File: src/rtl/cc_alu_pkg.sv
package cc_alu_pkg;
  typedef enum logic [3:0] {
    OP_ADD   = 4'd0,
    OP_SUB   = 4'd1,
    OP_ADDC  = 4'd2,
    OP_SUBC  = 4'd3,
    OP_AND   = 4'd4,
    OP_OR    = 4'd5,
    OP_XOR   = 4'd6,
    OP_ANDN  = 4'd7,
    OP_ORN   = 4'd8,
    OP_XNOR  = 4'd9,
    OP_SLL   = 4'd10,
    OP_SRL   = 4'd11,
    OP_SRA   = 4'd12,
    OP_MSTEP = 4'd13,
    OP_WRY   = 4'd14,
    OP_RDY   = 4'd15
  } alu_op_e;

  typedef struct packed {
    logic n;
    logic z;
    logic v;
    logic c;
  } cc_t;

  typedef enum logic [1:0] {SH_LEFT, SH_RLOG, SH_RARI} sh_mode_e;
endpackage

File: src/rtl/cc_alu_addsub.sv
module cc_alu_addsub #(
  parameter int unsigned W = 32
) (
  input  logic [W-1:0] a_i,
  input  logic [W-1:0] b_i,
  input  logic         sub_i,
  input  logic         cin_i,   // extra +1 (add) or extra -1 (sub)
  output logic [W-1:0] sum_o,
  output logic         c_o,     // carry (add) or borrow (sub)
  output logic         v_o
);
  logic [W-1:0] b_eff;
  logic         ci_eff;
  logic         co;

  assign b_eff  = sub_i ? ~b_i : b_i;
  assign ci_eff = sub_i ? ~cin_i : cin_i;
  assign {co, sum_o} = {1'b0, a_i} + {1'b0, b_eff} + {{W{1'b0}}, ci_eff};
  assign c_o = sub_i ? ~co : co;
  assign v_o = (a_i[W-1] == b_eff[W-1]) && (sum_o[W-1] != a_i[W-1]);
endmodule

File: src/rtl/cc_alu_logic.sv
module cc_alu_logic
  import cc_alu_pkg::*;
#(
  parameter int unsigned W = 32
) (
  input  alu_op_e      op_i,
  input  logic [W-1:0] a_i,
  input  logic [W-1:0] b_i,
  output logic [W-1:0] res_o
);
  logic [W-1:0] b_sel;

  // and-not, or-not, xnor use complemented b
  assign b_sel = (op_i inside {OP_ANDN, OP_ORN, OP_XNOR}) ? ~b_i : b_i;

  always_comb begin
    unique case (op_i)
      OP_AND, OP_ANDN: res_o = a_i & b_sel;
      OP_OR,  OP_ORN:  res_o = a_i | b_sel;
      OP_XOR, OP_XNOR: res_o = a_i ^ b_sel;
      default:         res_o = '0;
    endcase
  end
endmodule

File: src/rtl/cc_alu_shift.sv
module cc_alu_shift
  import cc_alu_pkg::*;
#(
  parameter int unsigned W  = 32,
  parameter int unsigned SW = $clog2(W)
) (
  input  sh_mode_e      mode_i,
  input  logic [W-1:0]  a_i,
  input  logic [SW-1:0] amt_i,
  output logic [W-1:0]  res_o
);
  logic [W-1:0] a_rev, out_rev;
  logic [W-1:0] stage [SW+1];
  logic         fill;

  for (genvar i = 0; i < W; i++) begin : g_rev
    assign a_rev[i]   = a_i[W-1-i];
    assign out_rev[i] = stage[SW][W-1-i];
  end

  // left shift = right shift of the bit-reversed word
  assign stage[0] = (mode_i == SH_LEFT) ? a_rev : a_i;
  assign fill     = (mode_i == SH_RARI) & a_i[W-1];

  for (genvar k = 0; k < SW; k++) begin : g_stage
    localparam int unsigned D = 1 << k;
    assign stage[k+1] = amt_i[k] ? {{D{fill}}, stage[k][W-1:D]} : stage[k];
  end

  assign res_o = (mode_i == SH_LEFT) ? out_rev : stage[SW];
endmodule

File: src/rtl/cc_alu.sv
module cc_alu
  import cc_alu_pkg::*;
#(
  parameter int unsigned W = 32
) (
  input  logic         clk_i,
  input  logic         rst_ni,
  input  logic [3:0]   op_i,
  input  logic         setcc_i,
  input  logic [W-1:0] a_i,
  input  logic [W-1:0] b_i,
  output logic [W-1:0] res_o,
  output logic [3:0]   flags_nxt_o,
  output logic [W-1:0] y_nxt_o,
  output logic [3:0]   flags_o,
  output logic [W-1:0] y_o
);
  localparam int unsigned SW = $clog2(W);

  alu_op_e      op;
  cc_t          cc_q, cc_calc, cc_d;
  logic [W-1:0] y_q, y_d;
  logic [W-1:0] add_a, add_b, add_sum, log_res, sh_res;
  logic         add_sub, add_cin, add_c, add_v;
  logic         is_arith, cc_we;
  sh_mode_e     sh_mode;

  assign op = alu_op_e'(op_i);

  // multiply step reuses the adder with a shifted partial product
  always_comb begin
    add_a = a_i;
    add_b = b_i;
    if (op == OP_MSTEP) begin
      add_a = {cc_q.n ^ cc_q.v, a_i[W-1:1]};
      add_b = y_q[0] ? b_i : '0;
    end
  end

  assign add_sub  = op inside {OP_SUB, OP_SUBC};
  assign add_cin  = (op inside {OP_ADDC, OP_SUBC}) & cc_q.c;
  assign is_arith = op inside {OP_ADD, OP_SUB, OP_ADDC, OP_SUBC, OP_MSTEP};

  cc_alu_addsub #(.W(W)) u_addsub (
    .a_i   (add_a),
    .b_i   (add_b),
    .sub_i (add_sub),
    .cin_i (add_cin),
    .sum_o (add_sum),
    .c_o   (add_c),
    .v_o   (add_v)
  );

  cc_alu_logic #(.W(W)) u_logic (
    .op_i  (op),
    .a_i   (a_i),
    .b_i   (b_i),
    .res_o (log_res)
  );

  always_comb begin
    unique case (op)
      OP_SRL:  sh_mode = SH_RLOG;
      OP_SRA:  sh_mode = SH_RARI;
      default: sh_mode = SH_LEFT;
    endcase
  end

  cc_alu_shift #(.W(W), .SW(SW)) u_shift (
    .mode_i (sh_mode),
    .a_i    (a_i),
    .amt_i  (b_i[SW-1:0]),
    .res_o  (sh_res)
  );

  always_comb begin
    unique case (op)
      OP_ADD, OP_SUB, OP_ADDC, OP_SUBC, OP_MSTEP: res_o = add_sum;
      OP_AND, OP_OR, OP_XOR,
      OP_ANDN, OP_ORN, OP_XNOR:                   res_o = log_res;
      OP_SLL, OP_SRL, OP_SRA:                     res_o = sh_res;
      OP_WRY:                                     res_o = a_i;
      OP_RDY:                                     res_o = y_q;
      default:                                    res_o = '0;
    endcase
  end

  assign cc_calc.n = res_o[W-1];
  assign cc_calc.z = (res_o == '0);
  assign cc_calc.v = is_arith & add_v;
  assign cc_calc.c = is_arith & add_c;

  assign cc_we = setcc_i | (op == OP_MSTEP);
  assign cc_d  = cc_we ? cc_calc : cc_q;

  always_comb begin
    unique case (op)
      OP_MSTEP: y_d = {a_i[0], y_q[W-1:1]};
      OP_WRY:   y_d = a_i;
      default:  y_d = y_q;
    endcase
  end

  always_ff @(posedge clk_i or negedge rst_ni) begin
    if (!rst_ni) begin
      cc_q <= '0;
      y_q  <= '0;
    end else begin
      cc_q <= cc_d;
      y_q  <= y_d;
    end
  end

  assign flags_nxt_o = cc_d;
  assign y_nxt_o     = y_d;
  assign flags_o     = cc_q;
  assign y_o         = y_q;
endmodule

File: config.mk
export PLATFORM = sky130hd
export DESIGN_NAME = cc_alu
export DESIGN_NICKNAME = d
export VERILOG_FILES = /design/src/rtl/cc_alu_pkg.sv /design/src/rtl/cc_alu_addsub.sv /design/src/rtl/cc_alu_logic.sv /design/src/rtl/cc_alu_shift.sv /design/src/rtl/cc_alu.sv
export SDC_FILE = /design/constraint.sdc
export NUM_CORES = 1
export LEC_CHECK = 0
export ABC_CLOCK_PERIOD_IN_PS = 18790
export BUFFER_PORTS_ARGS = -buffer_cell sky130_fd_sc_hd__buf_2
export CAP_MARGIN = 20
export CORE_UTILIZATION = 55
export DETAILED_ROUTE_END_ITERATION = 7
export GPL_ROUTABILITY_DRIVEN = 1
export PLACE_DENSITY = 0.78
export SLEW_MARGIN = 15
export SYNTH_ARGS = -nofsm -noshare
export SYNTH_HDL_FRONTEND = slang
export SYNTH_SLANG_ARGS = --single-unit
File: constraint.sdc
create_clock -name clk_i -period 18.79 [get_ports clk_i]
set_input_delay 3.758 -clock clk_i [delete_from_list [all_inputs] [get_ports clk_i]]
set_output_delay 3.758 -clock clk_i [all_outputs]
set_load 0.03 [all_outputs]
==> results_dict.tcl <==
set metrics [dict create \
    hp-start "flags_o[1]" \
    synth_top_area_cell "ha_1" \
    first_pass_iters 7 \
    pwr_density_cell_nw_per_um2 67.07 \
    critical_path_buf_inv_count 5 \
    grtUsageMet1 0.6789 \
    critPathKind "input port to output pin" \
    cp_top_family "compound AO/OA/AOI/OAI gates" \
    synth_edf_count 0 \
    routed_wl_um 49230 \
    clkLatencyLatePin_ns 0.29 \
    io_pins 175 \
    cts_tree "done" \
    clkTransAtPathRegs_ns 0.06 \
    hp-class "flop to flop" \
    required_ns 15.03 \
    die_x_um 139.6 \
    htree_levels 2 \
    clock-sinks 36 \
    vdd_drop_max_mv 0.1141 \
    internal_power_uw 324.2 \
    finalCritPeriodShare 0.7731 \
    fin_ws_ns 4.263 \
    period_needed_ns 14.53 \
    netlist_area_um2 10410 \
    critPathLaunchType "input port" \
    max_slew_margin 0.2459 \
    overflow 0 \
    cts_inserted_buffers 5 \
    cts_hold_buf 0 \
    cts_root_buf "clkbuf_16" \
    pwr-share-seq 0.163 \
    slowest_delay_ns 0.61 \
    status "finished, final reports clean" \
    fp.dieArea_um2 19490 \
    hpwl_um 37820 \
    ys_warn_count 0 \
    via_per_inst 7.533 \
    place_ws_ns 4.549 \
    worst_path_max_delay_cell "or2_2" \
    crit_chain "buf_2 -> buf_4 -> nand4b_1 -> buf_4 -> or2_2 -> nand2_1 -> xor2_1 -> fa_1 -> inv_1 -> fa_1 -> a21o_1 -> a221oi_1 -> a21oi_1 -> o31ai_1 -> a21oi_1 -> xor2_1 -> o211a_1 -> a2111o_1 -> or4_1 -> or4_1 -> o21ai_1 -> buf_2" \
    p_leak_uw 0.005213 \
    vias 13270 \
    synth_area_per_cell_um2 7.218 \
    synth_area_leaders "ha_1 (11%), dfrtp_1 (8.6%), nand2_1 (5.9%)" \
    arrival_ns 10.77 \
    initial_utilization 0.5701 \
    tightest_slew_ns 1.117 \
    ys_async_sr_fraction 1.000 \
    ant_nets 0 \
    core_um2 18270 \
    synth_common_cells "nand2_1 (164), a21oi_1 (105), o21ai_0 (101), ha_1 (95), clkbuf_1 (81)" \
    nets 1699 \
    grt_usage 0.4895 \
    io_buffers 174 \
    syn_inst 1443 \
    top_usage_layer "met2" \
    reg2reg_setup_slack_ns 12.59 \
    r2r-start "y_o[0]" \
    grt_setup_unrepaired "no" \
    fin_setup_tns_ns 0 \
    synth.most_common_cell "nand2_1" \
    antenna_found_initial 0 \
    grt_util_met2 0.6855 \
    ctsResizeCount 0 \
    drt_iter0_drc 2451 \
    whs_path_depth 2 \
    synth_flop_cell "dfrtp_1" \
    endpoint_kind "output pin" \
    syn-num-nets 1611 \
    rows 49 \
    clock_power_share 0.110 \
    maxCapViolCount 0 \
    die_y_um 139.6 \
    final_max_slew_viol_count 0 \
    hold_path_end "flags_o[1]" \
    fmaxAchievable_mhz 68.84 \
    routedWlPerCell_um 27.96 \
    drc 0 \
    clockBufferDepth 2 \
    grt_pass1_wl_um 72520 \
    yosysSeqAreaShare 0.08650 \
    r2r_cells 17 \
    clock_skew_ns 0.005955 \
    r2r-end "flags_o[2]" \
    fin_util 0.6270 \
    synth_seq_cells 36 \
    grt_use_met3 0.1483 \
    critPathMaxFanout 66 \
    switchingPower_uw 444.2 \
    routabilityCongestion 1.072 \
    synthToLayoutAreaGrowth_pct 9.995 \
    whs_ns 0.5975 \
    hold_viol_final 0 \
    grt_pass1_vias 11690 \
    finalSetupViolations 0 \
    drive_above_1_share 0.1808 \
    synth_cell_types 90 \
    combPwrFrac 0.727 \
    grt_max_degree 67 \
    switching_share 0.5781 \
    cts_setup_buffers 0 \
    synth_top_area_share 0.1141 \
    n_antenna_cell 0 \
]
## routing by layer
layer / routed length (µm) / share of wire
met1: 18460 / 0.37
met2: 19320 / 0.39
met3: 8398 / 0.17
met4: 3047 / 0.062
met5: 0 / 0
## cell usage in the layout, fill, tap and decap left out, types with 10 or more instances in the layout
cell type and count:
nor3_1 29, ha_1 95, buf_4 19, a221o_1 12
mux4_2 25, dfrtp_1 36, a21oi_1 105, o211a_1 11
a221oi_1 31, a22oi_1 30, xor2_1 39, o211ai_1 20
nand2_1 164, a211oi_1 24, a31oi_1 10, o31ai_1 10
nand2b_1 31, o22ai_1 71, nor2_1 77, inv_1 77
mux2i_1 25, o21ai_0 101, a21o_1 22, xnor2_1 49
buf_2 174, mux2_2 12, nand3_1 20
## worst max-delay path by stage
| stage | from | end | slack (ns) | depth (start not counted) |
|---|---|---|---|---|
| final | op_i[0] | flags_nxt_o[2] | 4.26 | 22 |
| after global routing | op_i[0] | flags_nxt_o[2] | 3.88 | 22 |
| after CTS | op_i[0] | flags_nxt_o[2] | 4.52 | 22 |
| after detailed placement | op_i[0] | flags_nxt_o[2] | 4.55 | 22 |
| after global placement | op_i[0] | flags_nxt_o[2] | 4.60 | 22 |
| after floorplan | op_i[0] | flags_nxt_o[2] | 5.44 | 19 |
## power groups by stage
stage / logic (µW) / clock network (µW) / registers, µW
after floorplan: 335 / 0 / 151
after global placement: 532 / 0 / 124
after detailed placement: 535 / 0 / 124
after CTS: 538 / 84.6 / 123
after global routing: 585 / 87.9 / 126
final: 559 / 84.8 / 125
## metrics by stage
stage / cells / total power, µW / instance area, µm²
2_1_floorplan: 1443 / 485.7 / 10420
3_3_place_gp: 1752 / 656.1 / 11290
4_1_cts: 1761 / 745.9 / 11450
5_1_grt: 1761 / 799.0 / 11460
6_report: 1761 / 768.4 / 11460
3_5_place_dp: 1753 / 659.5 / 11300
## cells by family (layout without fill, tap and decap cells)
group / count (synthesis) / count (layout) / synth area share
compound gates: 559 / 559 / 0.3671
simple gates: 406 / 406 / 0.1873
buf+inv: 194 / 283 / 0.07388
fa+ha+maj: 97 / 97 / 0.1180
xor+xnor: 88 / 88 / 0.07400
mux: 63 / 63 / 0.09322
flops: 36 / 36 / 0.08650
## area by class of cell
type | count | area [µm²]
clock buffers | 5 | 125.1
inverters | 81 | 304.0
flip-flops and latches | 36 | 900.9
repair buffers | 194 | 1028
well taps | 229 | 286.5
multi-input cells | 1213 | 8787
fillers | 1697 | 6814
clock inverters | 3 | 23.77
## flip-flops by register name (all words and copies together) (netlist names)
signal,count
flags_o,4
y_o,32
## worst reg2reg max path, cell delays in order, from the launching register on
cell      delay, ns
dfrtp_1        0.45
or2_2          0.57
nand2_1        0.18
xor2_1         0.21
fa_1           0.24
inv_1          0.07
fa_1           0.47
a21o_1         0.22
a221oi_1       0.52
a21oi_1        0.26
o31ai_1        0.52
a21oi_1        0.17
xor2_1         0.19
o211a_1        0.26
a2111o_1       0.35
or4_1          0.39
or4_1          0.58
o21ai_1        0.43
Note: power is estimated with default switching activity, not from simulation.
